--- src/rtl/ctr_cmd_pkg.sv ---
package ctr_cmd_pkg;
  localparam int unsigned CMD_W   = 8;
  localparam int unsigned NUM_STB = 7;

  typedef enum logic [2:0] {
    GRP_NONE  = 3'd0,
    GRP_ARM   = 3'd1,
    GRP_LOAD  = 3'd2,
    GRP_LDARM = 3'd3,
    GRP_DSAVE = 3'd4,
    GRP_SAVE  = 3'd5,
    GRP_DIS   = 3'd6,
    GRP_EXT   = 3'd7
  } grp_e;

  typedef enum logic [1:0] {
    SGL_CLR  = 2'd0,
    SGL_SET  = 2'd1,
    SGL_STEP = 2'd2,
    SGL_DEV  = 2'd3
  } sgl_e;

  // strobe slot indices
  localparam int unsigned S_ARM  = 0;
  localparam int unsigned S_LOAD = 1;
  localparam int unsigned S_DIS  = 2;
  localparam int unsigned S_SAVE = 3;
  localparam int unsigned S_STEP = 4;
  localparam int unsigned S_TSET = 5;
  localparam int unsigned S_TCLR = 6;

  typedef struct packed {
    logic seq_clr;
    logic seq_set;
    logic fout_clr;
    logic fout_set;
    logic bus_clr;
    logic bus_set;
    logic pf_en;
    logic pf_dis;
    logic mreset;
  } dev_op_t;

  typedef struct packed {
    logic seq_dis;
    logic fout_off;
    logic bus16;
    logic prefetch;
  } flags_t;

  localparam flags_t FLAGS_DEFAULT = '0;
endpackage

--- src/rtl/ctr_cmd_classify.sv ---
module ctr_cmd_classify
  import ctr_cmd_pkg::*;
#(
  parameter int unsigned N_CH = 5
) (
  input  logic                            valid_i,
  input  logic [CMD_W-1:0]                cmd_i,
  output logic [NUM_STB-1:0][N_CH-1:0]    stb_o,
  output dev_op_t                         dev_o
);
  localparam int unsigned SEL_W = 3;

  grp_e             grp;
  sgl_e             sgl;
  logic [SEL_W-1:0] sel;
  logic [N_CH-1:0]  mask;
  logic [N_CH-1:0]  ch_hot;

  assign grp  = grp_e'(cmd_i[7:5]);
  assign sgl  = sgl_e'(cmd_i[4:3]);
  assign sel  = cmd_i[SEL_W-1:0];
  assign mask = cmd_i[N_CH-1:0];

  // channel number n (1-based) -> bit n-1; 0, 6, 7 select nothing
  for (genvar i = 0; i < N_CH; i++) begin : g_hot
    assign ch_hot[i] = (sel == SEL_W'(i + 1));
  end

  always_comb begin
    stb_o = '0;
    dev_o = '0;
    if (valid_i) begin
      unique case (grp)
        GRP_ARM:   stb_o[S_ARM] = mask;
        GRP_LOAD:  stb_o[S_LOAD] = mask;
        GRP_LDARM: begin
          stb_o[S_ARM]  = mask;
          stb_o[S_LOAD] = mask;
        end
        GRP_DSAVE: begin
          stb_o[S_DIS]  = mask;
          stb_o[S_SAVE] = mask;
        end
        GRP_SAVE:  stb_o[S_SAVE] = mask;
        GRP_DIS:   stb_o[S_DIS] = mask;
        GRP_EXT: begin
          unique case (sgl)
            SGL_CLR: begin
              if (sel == 3'd0)      dev_o.seq_clr = 1'b1;
              else if (sel == 3'd6) dev_o.fout_clr = 1'b1;
              else if (sel == 3'd7) dev_o.bus_clr = 1'b1;
              else                  stb_o[S_TCLR] = ch_hot;
            end
            SGL_SET: begin
              if (sel == 3'd0)      dev_o.seq_set = 1'b1;
              else if (sel == 3'd6) dev_o.fout_set = 1'b1;
              else if (sel == 3'd7) dev_o.bus_set = 1'b1;
              else                  stb_o[S_TSET] = ch_hot;
            end
            SGL_STEP: stb_o[S_STEP] = ch_hot;
            SGL_DEV: begin
              case (sel)
                3'd0:    dev_o.pf_en = 1'b1;
                3'd1:    dev_o.pf_dis = 1'b1;
                3'd7:    dev_o.mreset = 1'b1;
                default: ;
              endcase
            end
            default: ;
          endcase
        end
        default: ;
      endcase
    end
  end
endmodule

--- src/rtl/ctr_cmd_strobes.sv ---
module ctr_cmd_strobes
  import ctr_cmd_pkg::*;
#(
  parameter int unsigned N_CH = 5
) (
  input  logic                         clk_i,
  input  logic                         rst_ni,
  input  logic [NUM_STB-1:0][N_CH-1:0] stb_d_i,
  output logic [NUM_STB-1:0][N_CH-1:0] stb_q_o
);
  for (genvar k = 0; k < NUM_STB; k++) begin : g_stb
    always_ff @(posedge clk_i or negedge rst_ni) begin
      if (!rst_ni) stb_q_o[k] <= '0;
      else         stb_q_o[k] <= stb_d_i[k];
    end
  end
endmodule

--- src/rtl/ctr_cmd_flags.sv ---
module ctr_cmd_flags
  import ctr_cmd_pkg::*;
(
  input  logic    clk_i,
  input  logic    rst_ni,
  input  dev_op_t dev_i,
  output flags_t  flags_o,
  output logic    mreset_o
);
  always_ff @(posedge clk_i or negedge rst_ni) begin
    if (!rst_ni) begin
      flags_o  <= FLAGS_DEFAULT;
      mreset_o <= 1'b0;
    end else begin
      mreset_o <= dev_i.mreset;
      if (dev_i.mreset) begin
        flags_o <= FLAGS_DEFAULT;
      end else begin
        if (dev_i.seq_set)  flags_o.seq_dis  <= 1'b1;
        if (dev_i.seq_clr)  flags_o.seq_dis  <= 1'b0;
        if (dev_i.fout_set) flags_o.fout_off <= 1'b1;
        if (dev_i.fout_clr) flags_o.fout_off <= 1'b0;
        if (dev_i.bus_set)  flags_o.bus16    <= 1'b1;
        if (dev_i.bus_clr)  flags_o.bus16    <= 1'b0;
        if (dev_i.pf_en)    flags_o.prefetch <= 1'b1;
        if (dev_i.pf_dis)   flags_o.prefetch <= 1'b0;
      end
    end
  end
endmodule

--- src/rtl/ctr_cmd_decode.sv ---
module ctr_cmd_decode
  import ctr_cmd_pkg::*;
#(
  parameter int unsigned N_CH = 5
) (
  input  logic             clk_i,
  input  logic             rst_ni,
  input  logic             wr_i,
  input  logic [CMD_W-1:0] cmd_i,
  output logic [N_CH-1:0]  arm_o,
  output logic [N_CH-1:0]  load_o,
  output logic [N_CH-1:0]  disarm_o,
  output logic [N_CH-1:0]  save_o,
  output logic [N_CH-1:0]  step_o,
  output logic [N_CH-1:0]  tog_set_o,
  output logic [N_CH-1:0]  tog_clr_o,
  output logic             seq_dis_o,
  output logic             fout_off_o,
  output logic             bus16_o,
  output logic             prefetch_o,
  output logic             mreset_o
);
  logic [NUM_STB-1:0][N_CH-1:0] stb_d, stb_q;
  dev_op_t                      dev_op;
  flags_t                       flags;

  ctr_cmd_classify #(.N_CH(N_CH)) i_classify (
    .valid_i (wr_i),
    .cmd_i   (cmd_i),
    .stb_o   (stb_d),
    .dev_o   (dev_op)
  );

  ctr_cmd_strobes #(.N_CH(N_CH)) i_strobes (
    .clk_i   (clk_i),
    .rst_ni  (rst_ni),
    .stb_d_i (stb_d),
    .stb_q_o (stb_q)
  );

  ctr_cmd_flags i_flags (
    .clk_i    (clk_i),
    .rst_ni   (rst_ni),
    .dev_i    (dev_op),
    .flags_o  (flags),
    .mreset_o (mreset_o)
  );

  assign arm_o      = stb_q[S_ARM];
  assign load_o     = stb_q[S_LOAD];
  assign disarm_o   = stb_q[S_DIS];
  assign save_o     = stb_q[S_SAVE];
  assign step_o     = stb_q[S_STEP];
  assign tog_set_o  = stb_q[S_TSET];
  assign tog_clr_o  = stb_q[S_TCLR];
  assign seq_dis_o  = flags.seq_dis;
  assign fout_off_o = flags.fout_off;
  assign bus16_o    = flags.bus16;
  assign prefetch_o = flags.prefetch;

  logic quiet;
  assign quiet = (arm_o == '0) && (load_o == '0) && (disarm_o == '0) && (save_o == '0) &&
                 (step_o == '0) && (tog_set_o == '0) && (tog_clr_o == '0) && !mreset_o;

  assert_idle_quiet_R12: assert property (@(posedge clk_i) disable iff (!rst_ni)
    !wr_i |=> quiet);

  assert_idle_flags_R11: assert property (@(posedge clk_i) disable iff (!rst_ni)
    !wr_i |=> $stable({seq_dis_o, fout_off_o, bus16_o, prefetch_o}));

  assert_null_group_R11: assert property (@(posedge clk_i) disable iff (!rst_ni)
    (wr_i && cmd_i[7:5] == 3'b000) |=>
      (quiet && $stable({seq_dis_o, fout_off_o, bus16_o, prefetch_o})));

  assert_ldarm_pair_R3: assert property (@(posedge clk_i) disable iff (!rst_ni)
    (wr_i && cmd_i[7:5] == 3'b011) |=>
      (arm_o == load_o && arm_o == $past(cmd_i[N_CH-1:0])));

  assert_mreset_defaults_R10: assert property (@(posedge clk_i) disable iff (!rst_ni)
    (wr_i && cmd_i == 8'hFF) |=>
      (mreset_o && !seq_dis_o && !fout_off_o && !bus16_o && !prefetch_o));

  assert_one_chan_R5: assert property (@(posedge clk_i) disable iff (!rst_ni)
    $onehot0(step_o | tog_set_o | tog_clr_o));
endmodule

--- config.mk ---
export PLATFORM = sky130hd
export DESIGN_NAME = ctr_cmd_decode
export DESIGN_NICKNAME = d
export VERILOG_FILES = /design/src/rtl/ctr_cmd_pkg.sv /design/src/rtl/ctr_cmd_classify.sv /design/src/rtl/ctr_cmd_strobes.sv /design/src/rtl/ctr_cmd_flags.sv /design/src/rtl/ctr_cmd_decode.sv
export SDC_FILE = /design/constraint.sdc
export NUM_CORES = 1
export LEC_CHECK = 0
export BUFFER_PORTS_ARGS = -buffer_cell sky130_fd_sc_hd__buf_4
export CORE_ASPECT_RATIO = 0.9
export CORE_MARGIN = 5
export CORE_UTILIZATION = 51
export CTS_CLUSTER_DIAMETER = 40
export DETAILED_ROUTE_END_ITERATION = 7
export PLACE_DENSITY_LB_ADDON = 0.05
export SKIP_CTS_REPAIR_TIMING = 1
export SLEW_MARGIN = 20
export SYNTH_ARGS = -nofsm -noshare
export SYNTH_HDL_FRONTEND = slang
export SYNTH_SLANG_ARGS = --single-unit
--- constraint.sdc ---
create_clock -name clk_i -period 1.2 [get_ports clk_i]
set_input_delay 0.12 -clock clk_i [delete_from_list [all_inputs] [get_ports clk_i]]
set_output_delay 0.12 -clock clk_i [all_outputs]
set_load 0.005 [all_outputs]
==> reports/results.txt <==
Die extent in x - 65.9 um
Total number of vias - 1080
Final setup violation count - 0
Number of warning messages in the yosys log - 0
Final count of pins violating max slew - 0
Non-filler instance count after layout - 214
Total Die Area - 3980 sq um
Pre-CTS setup slack - 0.0374 ns
Number of buffers on the longest clock path - 2
Slew at the pin with the worst max-slew slack - 0.473 ns
Total negative slack - 0 ns
Dominant combinational cell family by area after synthesis - simple AND/OR/NAND/NOR gates
Kind of cell with the highest combined delay on the critical path - flip-flops
Wire length of the first global-routing pass - 4890 um
IO Pins - 51
Wire length reported by the detailed router - 3050 um
Cell with the most instances after synthesis - dfrtp_1
Total global routing track utilization - 17.2%
Post-synthesis register bit count - 40
Routed len/inst - 14.2 um
Via-per-instance ratio - 5.05
Sequential-to-total area share from yosys stat - 69.7%
Final HPWL from detailed placement - 2140 um
Cell with the largest stage delay on the worst path - dfrtp_1
Post-detailed-route count of antenna-violating nets - 0
Complex-gate fraction of the synthesized area - 3.57%
Mean Syn Cell Area - 12.3 sq um
Worst Path Buf+Inv - 1
RSZ-0062 raised after global routing - false
Iteration count of the initial detailed-routing pass - 4
Number of buffers created by CTS - 5
DR DRC count - 0
Worst EP arrival - 0.88 ns
Worst VDD drop - 0.863 mV
Max transition margin - 68.4%
Number of clock sinks - 40
Top cell type's share of synthesized area - 69.7%
Mux contribution to synthesized area - 0%
Ys flop type - dfrtp_1
CP max FO - 2
NumNets Final - 184
Number of antenna violations at the first check in global routing - 0
I/O Buffers - 50
Number of inserted filler cells in the final layout - 205
Synth area leaders - dfrtp_1 70%, and2_1 7.8%, nor2_1 5.8%
Synth Cell Area - 1440 sq um
Share of synthesized cell area in and, or, nand and nor gates - 24.8%
Clock skew after layout - 0 ns
Layout overhead on the synthesized area - 36.0%
Type of the most critical hold path - primary input to flip-flop
Sort of element at the start of the critical path - flip-flop
CTS H-tree lvls - 2
Final worst-path cycle share - 83.0%
CTS tree - yes
List of most frequent post-synthesis cells - 40 x dfrtp_1, 22 x nor2_1, 18 x and2_1
Synthesized-area fraction occupied by adder cells - 0%
Type of destination of the critical path - primary output
Result of the run - finished, final reports clean
Share of the synthesized netlist area taken by xor and xnor gates - 0.610%
Fraction of registers with async set or reset after synthesis - 100%
Clock transition at the register clock pins on the worst setup and hold paths after CTS - 0.10 ns
Leakage Power - 1.03 nW
Delay of the slowest cell on the worst path - 0.40 ns
Worst hold slack across all endpoints - 0.0425 ns
Pin count of the biggest net entering global routing - 41
Placed cells - 203
Final weighted congestion in routability-driven placement - 0.778
Number of distinct library cells after synthesis - 22
Post-synth top area cell - dfrtp_1
Min Tclk post-route - 0.995 ns
Drt first-iter violations - 69
Clock latency on the worst-skew pair - 0.33 ns
Max-cap violations - 0
Setup ws final - 0.205 ns
Placement row count - 18
Master cell of the clock root buffer - clkbuf_4
Via count of the first global-routing pass - 1027
Net count after synthesis - 128
Count of flip-flops with a built-in enable after synthesis - 0
Area of the core - 2730 sq um
Highest attainable clock frequency - 1.00 GHz
Number of hold-slack violations in the final timing report - 0
Cell Area, Placed - 1850 sq um
Die H - 60.3 um
Data required time at the worst endpoint - 1.08 ns
CP Class - flip-flop to primary output
Gate count after technology mapping - 117
Power density of the placed cells - 1250 nW/um^2
Layout Cell Area excl Fill - 1950 sq um
Effective utilization at floorplan - 52.7%
Total congestion overflow - 0
Share of post-route cells with drive strength above 1 - 36.8%
Critical path cell sequence - buf_4
Diodes inserted - 0
## layer usage
layer	GRT usage, %	vias to the layer above	part of all wire (%)
li1	-	496	-
met5	0	-	0
met4	7.10	0	1.7
met3	7.52	8	9.2
met2	25.9	51	49
met1	21.9	525	41
## final timing paths
path / to / slack, ns / depth (start not counted) / start
min: i_strobes.stb_q_o[8] / 0.04 / 2 / cmd_i[3]
max in group asynchronous: i_strobes.stb_q_o[21] / 0.59 / 2 / rst_ni
min in group asynchronous: i_strobes.stb_q_o[17] / 0.28 / 2 / rst_ni
max reg2reg: i_flags.flags_o[2] / 0.42 / 2 / i_flags.flags_o[2]
min reg2reg: i_flags.flags_o[2] / 0.56 / 2 / i_flags.flags_o[2]
max: seq_dis_o / 0.20 / 1 / i_flags.flags_o[3]
## flip-flops by register name, summed over array words and instances (netlist names)
name,cells
i_flags.mreset_o,1
i_flags.flags_o,4
i_strobes.stb_q_o,35
## cells by family after synthesis
family / count (synthesis)
buffers and inverters: 5
xor gates and xnor gates: 1
DFF: 40
AOI/OAI and AO/OA: 8
and+or+nand+nor: 63
## power breakdown
part / leakage (nW) / internal (W) / switching, W / total, W
clock: 0.0422 / 0.000437 / 0.000394 / 0.000831
combinational: 0.442 / 0.000105 / 0.000115 / 0.000220
sequential: 0.548 / 0.00138 / 0.0000138 / 0.00139
total: 1.03 / 0.00192 / 0.000523 / 0.00244
## final cells by class
type / count / area, sq um / area share, %
sequential: 40 / 1000 / 51.3
multi-input combinational: 72 / 415 / 21.3
timing repair buffer: 53 / 405 / 20.8
tap: 40 / 50.0 / 2.56
clock buffer: 6 / 41.3 / 2.12
clock inverter: 2 / 35.0 / 1.79
inverter: 1 / 3.75 / 0.192
## per-stage QoR
step                total power, W  util, %
finish                     0.00244     71.6
global route               0.00257     71.6
CTS                        0.00247     70.5
detailed placement         0.00163     67.7
global placement           0.00163     67.7
floorplan                  0.00150        -
## cell usage in the layout, fill, tap and decap left out, types with 4 or more instances in the layout
cell type,count
buf_4,50
clkbuf_4,5
dfrtp_1,40
nor2_1,22
a31oi_1,4
and2_1,18
nand3_1,4
Power figures use the tool's default switching activity.
